`src/rtl/ctl_dec_pkg.sv`:
```
package ctl_dec_pkg;
  localparam int unsigned OP_W    = 6;
  localparam int unsigned ALUOP_W = 2;

  typedef enum logic [2:0] {
    CLS_RTYPE,
    CLS_LOAD,
    CLS_STORE,
    CLS_BRANCH,
    CLS_NOP,
    CLS_BAD
  } op_class_e;

  typedef enum logic [ALUOP_W-1:0] {
    ALU_ADDR = 2'b00,
    ALU_CMP  = 2'b01,
    ALU_FUNC = 2'b10,
    ALU_BAD  = 2'b11
  } alu_op_e;

  typedef struct packed {
    logic reg_write;
    logic mem_to_reg;
  } wb_ctl_t;

  typedef struct packed {
    logic branch;
    logic mem_read;
    logic mem_write;
  } mem_ctl_t;

  typedef struct packed {
    logic    reg_dst;
    alu_op_e alu_op;
    logic    alu_src;
  } ex_ctl_t;

  localparam int unsigned WB_W  = $bits(wb_ctl_t);
  localparam int unsigned MEM_W = $bits(mem_ctl_t);
  localparam int unsigned EX_W  = $bits(ex_ctl_t);
endpackage

```
`src/rtl/ctl_op_class.sv`:
```
module ctl_op_class
  import ctl_dec_pkg::*;
#(
  parameter int unsigned      W          = OP_W,
  parameter logic [W-1:0]     OPC_RTYPE  = 6'b000000,
  parameter logic [W-1:0]     OPC_LOAD   = 6'b100011,
  parameter logic [W-1:0]     OPC_STORE  = 6'b101011,
  parameter logic [W-1:0]     OPC_BRANCH = 6'b000100,
  parameter logic [W-1:0]     OPC_NOP    = 6'b100000
) (
  input  logic [W-1:0] op_i,
  output op_class_e    cls_o
);
  localparam int unsigned N_OPC = 5;
  localparam logic [N_OPC*W-1:0] OPC_TAB =
    {OPC_NOP, OPC_BRANCH, OPC_STORE, OPC_LOAD, OPC_RTYPE};

  logic [N_OPC-1:0] hit;

  // full-width compare per known opcode
  for (genvar g = 0; g < N_OPC; g++) begin : g_match
    assign hit[g] = (op_i == OPC_TAB[g*W +: W]);
  end

  always_comb begin
    unique case (1'b1)
      hit[0]:  cls_o = CLS_RTYPE;
      hit[1]:  cls_o = CLS_LOAD;
      hit[2]:  cls_o = CLS_STORE;
      hit[3]:  cls_o = CLS_BRANCH;
      hit[4]:  cls_o = CLS_NOP;
      default: cls_o = CLS_BAD;
    endcase
  end
endmodule

```
`src/rtl/ctl_field_gen.sv`:
```
module ctl_field_gen
  import ctl_dec_pkg::*;
(
  input  op_class_e cls_i,
  output wb_ctl_t   wb_o,
  output mem_ctl_t  mem_o,
  output ex_ctl_t   ex_o
);
  always_comb begin
    wb_o  = '0;
    mem_o = '0;
    ex_o  = '{reg_dst: 1'b0, alu_op: ALU_ADDR, alu_src: 1'b0};
    case (cls_i)
      CLS_RTYPE: begin
        wb_o.reg_write = 1'b1;
        ex_o.reg_dst   = 1'b1;
        ex_o.alu_op    = ALU_FUNC;
      end
      CLS_LOAD: begin
        wb_o.reg_write  = 1'b1;
        wb_o.mem_to_reg = 1'b1;
        mem_o.mem_read  = 1'b1;
        ex_o.alu_src    = 1'b1;
      end
      CLS_STORE: begin
        mem_o.mem_write = 1'b1;
        ex_o.alu_src    = 1'b1;
      end
      CLS_BRANCH: begin
        mem_o.branch = 1'b1;
        ex_o.alu_op  = ALU_CMP;
      end
      CLS_NOP: ;  // bubble: all zero
      default: ex_o.alu_op = ALU_BAD;  // safe: no state change
    endcase
  end
endmodule

```
`src/rtl/ctl_decoder.sv`:
```
module ctl_decoder
  import ctl_dec_pkg::*;
#(
  parameter logic [OP_W-1:0] OPC_RTYPE  = 6'b000000,
  parameter logic [OP_W-1:0] OPC_LOAD   = 6'b100011,
  parameter logic [OP_W-1:0] OPC_STORE  = 6'b101011,
  parameter logic [OP_W-1:0] OPC_BRANCH = 6'b000100,
  parameter logic [OP_W-1:0] OPC_NOP    = 6'b100000
) (
  input  logic [OP_W-1:0]  op_i,
  output logic [WB_W-1:0]  wb_o,
  output logic [MEM_W-1:0] mem_o,
  output logic [EX_W-1:0]  ex_o
);
  op_class_e cls;
  wb_ctl_t   wb_s;
  mem_ctl_t  mem_s;
  ex_ctl_t   ex_s;

  ctl_op_class #(
    .W         (OP_W),
    .OPC_RTYPE (OPC_RTYPE),
    .OPC_LOAD  (OPC_LOAD),
    .OPC_STORE (OPC_STORE),
    .OPC_BRANCH(OPC_BRANCH),
    .OPC_NOP   (OPC_NOP)
  ) u_class (
    .op_i (op_i),
    .cls_o(cls)
  );

  ctl_field_gen u_fields (
    .cls_i(cls),
    .wb_o (wb_s),
    .mem_o(mem_s),
    .ex_o (ex_s)
  );

  assign wb_o  = wb_s;
  assign mem_o = mem_s;
  assign ex_o  = ex_s;
endmodule

```
`config.mk`:
```
export PLATFORM = sky130hd
export DESIGN_NAME = ctl_decoder
export DESIGN_NICKNAME = d
export VERILOG_FILES = /design/src/rtl/ctl_dec_pkg.sv /design/src/rtl/ctl_op_class.sv /design/src/rtl/ctl_field_gen.sv /design/src/rtl/ctl_decoder.sv
export SDC_FILE = /design/constraint.sdc
export NUM_CORES = 1
export LEC_CHECK = 0
export BUFFER_PORTS_ARGS = -buffer_cell sky130_fd_sc_hd__buf_2
export CORE_AREA = 2 2 39 41
export DETAILED_ROUTE_END_ITERATION = 16
export DIE_AREA = 0 0 41 43
export SYNTH_ARGS = -nofsm -noshare
export SYNTH_HDL_FRONTEND = slang
export SYNTH_SLANG_ARGS = --single-unit
export TNS_END_PERCENT = 20
```
`constraint.sdc`:
```
create_clock -name vclk -period 1
set_input_delay 0.1 -clock vclk [all_inputs]
set_output_delay 0.1 -clock vclk [all_outputs]
set_load 0.1 [all_outputs]
```
======== Word-level counts from Yosys, hierarchy flattened ========
Cells that the tools add are included.
storage, ports and cells
  bits in registers ....................... 0
  output and inout bits ................... 9
  logic and storage cells ................. 21
cells by class
  eq/ne operators ......................... 8
  multiplexer cells ....................... 8
  reduce and logical (&&, ||, !) cells .... 5
operator list
  kind                                                  number
  equality test 6 bit (second input constant)           3
  case mux 3 bit (5 select lines)                       1
  equality test 3 x 2 -> 1 bit (second input constant)  2
  equality test 6 x 3 -> 1 bit (second input constant)  1
  zero test 6 bit                                       1
  2-to-1 mux 1 bit                                      6
  case mux 2 bit (3 select lines)                       1
  OR reduction 2 bit                                    2
  equality test 3 x 1 -> 1 bit (second input constant)  1
  equality test 3 bit (second input constant)           1
  zero test 3 bit                                       1
  OR reduction 3 bit                                    1

======== Logic depth before layout (Yosys ltp) ========
Gate-level depths: netlist of run 1.
  word-level depth ........................ 5
  mapped depth ............................ 3
  mapped depth without buffers ............ 2

======== By module ========
Synthesis of run 1 repeated with hierarchy kept, for this count alone.
second synthesis, totals
  cells, all modules ...................... 21
  area, all modules ....................... 141.4 um2
by module, submodules not included
  module         times used  cells an instance  area each (um2)
  ctl_field_gen  1           12                 73.8
  ctl_op_class   1           9                  67.6

======== Least setup slack after synthesis of run 1 ========
Ideal clock, no wire load.
  kind .................................... input port to output port
  start ................................... input port op_i[2]
  end ..................................... output port wb_o[0]
  arrival ................................. 3.009 ns
  data required time ...................... 0.900 ns
  slack ................................... -2.109 ns
  cell stages on the path ................. 3
  cells stage by stage .................... nand3b_1 > nor3_1 > buf_4
between the ends
  word-level cells in the longest chain between the ends .. 4
  elaborated cells between the ends (all ways) .. 8
  those cells by class .................... eq/ne: 5; mux: 2; reduce/logical: 1
RTL lines
  item                                         line                source
  from (decl)                                  ctl_decoder.sv:10   input logic [OP_W-1:0] op_i,
  equality test 6 bit (tied with other cells)  ctl_op_class.sv:22  assign hit[g] = (op_i == OPC_TAB[g*W +: W]);
  case mux 3 bit (5 select lines) *            ctl_op_class.sv:26  unique case (1'b1)
  equality test 3 x 1 -> 1 bit *               --
  2-to-1 mux 1 bit *                           --
  to (decl)                                    ctl_decoder.sv:11   output logic [WB_W-1:0] wb_o,
Mark *: on every way between the ends. The rest lies on a longest branch, timed or not.

======== Worst setup path after layout of run 1 ========
  start ................................... input port op_i[0]
  end ..................................... output port mem_o[2]
between the ends
  word-level cells in the longest chain between the ends .. 4
  elaborated cells between the ends (all ways) .. 8
  those cells by class .................... eq/ne: 5; mux: 2; reduce/logical: 1
RTL lines
  item                                         line                 source
  equality test 6 bit (tied with other cells)  ctl_op_class.sv:22
  case mux 3 bit (5 select lines) *            ctl_op_class.sv:26
  equality test 3 x 2 -> 1 bit *               ctl_field_gen.sv:13  case (cls_i)
  2-to-1 mux 1 bit *                           ctl_field_gen.sv:13
  to (decl)                                    ctl_decoder.sv:12    output logic [MEM_W-1:0] mem_o,
Marked as above.

==> results.sh, run 1 <==
export IMPL_finalNonFillerCells=57
export IMPL_finalCritPeriodShare_pct=129
export IMPL_peakVddDrop_mv=0.183
export IMPL_synth_warning_count=0
export IMPL_powerDensity_mw_per_mm2=355
export IMPL_leakage_uw=0.000220
export IMPL_clockBufferCount=0
export IMPL_violations="setup timing"
export IMPL_finalMaxSlewViolations=0
export IMPL_synth_compound_area_share_pct=18.8
export IMPL_synthXorXnorAreaFrac_pct=6.93
export IMPL_fin_area_sq_um=498
export IMPL_cp_required_ns=0.90
export IMPL_syn2layout_area_growth_pct=294
export IMPL_dp_cells=57
export IMPL_netlist_instances=19
export IMPL_setup_viol_count_final=6
export IMPL_antenna_cells=0
export IMPL_crit_arrival_ns=1.19
export IMPL_antenna_found_initial=0
export IMPL_drive_above_1_share_pct=85.4
export IMPL_min_path_type="input port to output port"
export IMPL_drt_total_wl_microns=534
export IMPL_dp_hpwl_microns=447
export IMPL_drt_iter0_drc=3
export IMPL_fill_cells=143
export IMPL_fin_crit_ns=1.29
export IMPL_critPathMaxFanout=2
export IMPL_grt_max_degree=6
export IMPL_cts_hold_buffers=0
export IMPL_cts_setup_buffers=0
export IMPL_synth_most_common_cell="nor3_1"
export IMPL_num_io_pins=15
export IMPL_end_kind="output port"
export IMPL_hold_viol=0
export IMPL_gr_total_overflow=0
export IMPL_synth_seq_area_share_pct=0
export IMPL_grt_pass1_vias=189
export IMPL_synth_mux_area_share_pct=0
export IMPL_drt_first_pass_iters=4
export IMPL_fmax_ghz=0.777
export IMPL_final_nets=49
export IMPL_fin_util_pct=36.0
export IMPL_syn_area_per_cell_sq_um=6.65
export IMPL_fin_ws_ns=-0.288
export IMPL_ant_nets=0
export IMPL_ys_types=14
export IMPL_num_rows=14
export IMPL_seq_area_sq_um=0
export IMPL_tightest_slew_ns=0.253
export IMPL_numPortBuffers=15
export IMPL_holdWs_ns=0.613
export IMPL_rsz0062_at_grt="yes"
export IMPL_synth_nets=25
export IMPL_crit_type="input port to output port"
export IMPL_synth_area_leaders="nor3_1 20%, nor3b_2 9.9%, or4_4 8.9%"
export IMPL_num_vias=224
export IMPL_dieArea_sq_mm=0.00176
export IMPL_yosysTopAreaCell="nor3_1"
export IMPL_viasPerCell=3.93
export IMPL_synth_top_area_share_pct=19.8
export IMPL_status="complete, but fails checks"
export IMPL_synth_fa_ha_area_share_pct=0
export IMPL_synth_simple_area_share_pct=65.3
export IMPL_drc=0
export IMPL_place_area_sq_um=462
export IMPL_synth_top_family_by_area="simple AND/OR/NAND/NOR gates"
export IMPL_core_area_sq_mm=0.00138
export IMPL_die_h_microns=43
export IMPL_place_congestion=0.678
export IMPL_die_w_microns=41
export IMPL_max_slew_margin_rel_pct=83.1
export IMPL_wire_per_inst_microns=9.37
export IMPL_preCtsSetupSlack_ns=-0.325
export IMPL_start_util_pct=9.13
export IMPL_netlist_top_cells_count="5 x nor3_1, 2 x nor2_1"
export IMPL_cp_start_kind="input port"
export IMPL_nFlopsAndLatches=0
export IMPL_grt_pass1_wl_microns=779
export IMPL_track_usage_pct=5.81
export IMPL_maxCapViolCount=0
export IMPL_syn_cell_area_sq_um=126
[metal layers]
layer / global-route usage, % / part of all wire [%] / up-vias
li1: - / - / 118
met1: 9.27 / 44 / 96
met2: 9.06 / 48 / 10
met3: 0 / 8.2 / 0
met4: 0 / 0 / 0
met5: 0 / 0 / -
[cell usage in the layout (no fill, tap or decap), drive strengths merged]
| cell | netlist | routed |
|---|---|---|
| a2bb2oi | 1 | 1 |
| and3 | 1 | 1 |
| buf | 1 | 23 |
| inv | 1 | 1 |
| nand2b | 1 | 1 |
| nand3b | 1 | 1 |
| nor2 | 2 | 2 |
| nor3 | 5 | 5 |
| nor3b | 1 | 1 |
| nor4 | 1 | 1 |
| o211a | 1 | 1 |
| o21ai | 1 | 1 |
| or4 | 1 | 1 |
| xor2 | 1 | 1 |
[area by class of cell]
type / instances / area (sq um) / share of cell area, %
inverter: 1 / 3.75 / 0.754
timing repair buffer: 23 / 290 / 58.3
tap: 16 / 20.0 / 4.02
multi-input combinational: 17 / 184 / 36.9
[report_power, final]
part	switching, uW	leakage (uW)	internal [uW]
registers	0	0	0
logic	101	0.000220	75.9
clock network	0	0	0
total	101	0.000220	75.9
[kinds of logic (layout without fill, tap and decap cells)]
kind of cell / count (synthesis) / count (layout)
XOR/XNOR: 1 / 1
AND/OR/NAND/NOR: 13 / 13
buffers and inverters: 2 / 24
AO/OA/AOI/OAI: 3 / 3
[final timing paths]
kind / from / endpoint / slack (ns) / cells after the start
setup / recovery: op_i[0] / mem_o[2] / -0.29 / 4
hold / removal: op_i[0] / ex_o[3] / 0.61 / 4
[timing repair]
| action | 4_1_cts | 5_1_grt |
|---|---|---|
| resized for setup | 5 | 3 |
| pin swaps | 6 | 1 |
| setup endpoints to repair | 8 | 9 |
[through the flow]
step / TNS, ns / total power (uW)
3_5_place_dp: -1.09 / 163
5_1_grt: -1.09 / 186
4_1_cts: -0.799 / 172
2_1_floorplan: -3.65 / 81.1
3_3_place_gp: -1.12 / 162
6_report: -0.799 / 177
[critical path: stages]
cell,delay [ns]
buf_6,0.09
or4_4,0.56
nor3b_4,0.23
buf_12,0.20
No activity file was read; power rests on OpenSTA's default activity.
==> run 2, diff against run 1 <==
--- a/config.mk
+++ b/config.mk
@@ -5,11 +5,12 @@
 export SDC_FILE = /design/constraint.sdc
 export NUM_CORES = 1
 export LEC_CHECK = 0
-export BUFFER_PORTS_ARGS = -buffer_cell sky130_fd_sc_hd__buf_2
+export BUFFER_PORTS_ARGS = -buffer_cell sky130_fd_sc_hd__buf_4
 export CORE_AREA = 2 2 39 41
 export DETAILED_ROUTE_END_ITERATION = 16
 export DIE_AREA = 0 0 41 43
 export SYNTH_ARGS = -nofsm -noshare
 export SYNTH_HDL_FRONTEND = slang
+export SYNTH_HIERARCHICAL = 1
 export SYNTH_SLANG_ARGS = --single-unit
 export TNS_END_PERCENT = 20
==> constraint.sdc (replaced) <==
create_clock -name vclk -period 1.45
set_input_delay 0.145 -clock vclk [all_inputs]
set_output_delay 0.145 -clock vclk [all_outputs]
set_load 0.1 [all_outputs]
==> results.sh, run 2 <==
export IMPL_status="complete, but fails checks"
export IMPL_violations="setup timing"
export IMPL_synth_warning_count=6
export IMPL_syn_area_per_cell_sq_um=6.73
export IMPL_place_congestion=0.648
export IMPL_worst_path_buf_inv=2
export IMPL_syn_cell_area_sq_um=141
export IMPL_setup_tns_ns=-1.76
export IMPL_cp_required_ns=1.31
export IMPL_num_vias=245
export IMPL_layout_common_cells="11 x buf_4, 8 x buf_12, 5 x buf_6, 3 x nor2_4"
export IMPL_die_h_microns=43
export IMPL_dp_hpwl_microns=427
export IMPL_powerDensity_mw_per_mm2=261
export IMPL_ys_types=17
export IMPL_cts_hold_buffers=0
export IMPL_end_kind="output port"
export IMPL_antenna_cells=0
export IMPL_maxCapViolCount=0
export IMPL_grt_pass1_vias=247
export IMPL_slowest_delay_ns=0.54
export IMPL_viasPerCell=4.08
export IMPL_track_usage_pct=7.92
export IMPL_netlist_instances=21
export IMPL_finalMaxSlewViolations=0
export IMPL_finalCritPeriodShare_pct=117
export IMPL_finalNonFillerCells=60
export IMPL_num_rows=14
export IMPL_wire_per_inst_microns=10.2
export IMPL_setup_viol_count_final=9
export IMPL_synth_most_common_cell="nor2_1"
export IMPL_crit_chain="buf_6 -> or4_4 -> a21o_4 -> a21oi_1 -> nor2_4 -> buf_6"
export IMPL_synth_area_leaders="a21o_1 11%, nor2_1 11%, or4_4 8.0%"
export IMPL_max_slew_margin_rel_pct=83.8
export IMPL_min_path_type="input port to output port"
export IMPL_crit_type="input port to output port"
export IMPL_synth_seq_area_share_pct=0
export IMPL_netlist_top_cells_count="4 x nor2_1, 2 x a21o_1"
export IMPL_rsz0062_at_grt="yes"
export IMPL_ant_nets=0
export IMPL_leakage_uw=0.000235
export IMPL_die_w_microns=41
export IMPL_dieArea_sq_mm=0.00176
export IMPL_antenna_found_initial=0
export IMPL_clockBufferCount=0
export IMPL_critPathMaxFanout=7
export IMPL_fin_crit_ns=1.69
export IMPL_tightest_slew_ns=0.242
export IMPL_layout_commonest_cell="buf_4"
export IMPL_drt_first_pass_iters=1
export IMPL_drive_above_1_share_pct=86.4
export IMPL_synth_top_area_share_pct=10.6
export IMPL_hold_viol=0
export IMPL_peakVddDrop_mv=0.161
export IMPL_numPortBuffers=15
export IMPL_fin_ws_ns=-0.239
export IMPL_seq_area_sq_um=0
export IMPL_syn2layout_area_growth_pct=285
export IMPL_dp_cells=59
export IMPL_slowest_stage="or4_4"
export IMPL_drt_total_wl_microns=609
export IMPL_cp_start_kind="input port"
export IMPL_core_area_sq_mm=0.00138
export IMPL_final_nets=52
export IMPL_drt_iter0_drc=0
export IMPL_nFlopsAndLatches=0
export IMPL_critical_path_top_delay_family="simple AND/OR/NAND/NOR gates"
export IMPL_start_util_pct=10.2
export IMPL_crit_arrival_ns=1.54
export IMPL_synth_nets=27
export IMPL_gr_total_overflow=0
export IMPL_crit_path_frequent_cell="buf_6"
export IMPL_yosysTopAreaCell="a21o_1"
export IMPL_grt_max_degree=8
export IMPL_fmax_ghz=0.592
export IMPL_startpoint="op_i[3]"
export IMPL_min_delay_start="op_i[4]"
export IMPL_drc=0
export IMPL_num_io_pins=15
export IMPL_grt_pass1_wl_mm=1.05
## run 2: cell types whose count changed in the layout (fill, tap and decap cells not counted), moves of 2 or more
cell | before | now
nor3_4 | 3 | 1
buf_2 | 4 | 0
buf_4 | 6 | 11
nor2_4 | 0 | 3
nor2_2 | 2 | 0
## run 2: area by class of cell
class	instances	area, sq um
repair buffers	24	299
fillers	150	840
well taps	16	20.0
multi-input cells	20	225
## run 2: cell families after synthesis
family / after synthesis / share of synthesized area (%)
AND/OR/NAND/NOR: 14 / 63.7
XOR/XNOR: 2 / 12.4
buffers and inverters: 1 / 5.31
AO/OA/AOI/OAI: 4 / 18.6
## run 2: metrics by stage
step / hold WS, ns / instance area (sq um) / power, uW / util (%) / setup slack (ns)
after CTS: 0.877 / 533 / 141 / 38.5 / -0.265
after detailed placement: 0.933 / 407 / 119 / 29.4 / -0.331
final: 0.873 / 544 / 142 / 39.3 / -0.239
after global placement: 0.934 / 407 / 118 / 29.4 / -0.320
after floorplan: 0.612 / 234 / 81.7 / - / -0.848
after global routing: 0.913 / 544 / 149 / 39.3 / -0.274
## run 2: path summary, 6_finish.rpt
path                  endpoint  cells past startpoint
worst max-delay path   ex_o[1]                      6
worst min-delay path   ex_o[3]                      5
## run 2: power by group
group / total [uW] / internal (uW) / switching (uW)
Clock: 0 / 0 / 0
Combinational: 142 / 61.3 / 80.9
Sequential: 0 / 0 / 0
## run 2: routing by layer
layer  wire length [microns]  global-route usage, %
met1                     263                   13.1
met2                     303                   11.6
met3                      42                  0.524
met4                       0                      0
met5                       0                      0
## run 2: repair_timing
action                                  in CTS  in global routing
resized for setup                           30                  1
pin swaps                                    6                  4
setup buffers                                0                  1
endpoints found under the setup margin       9                  9
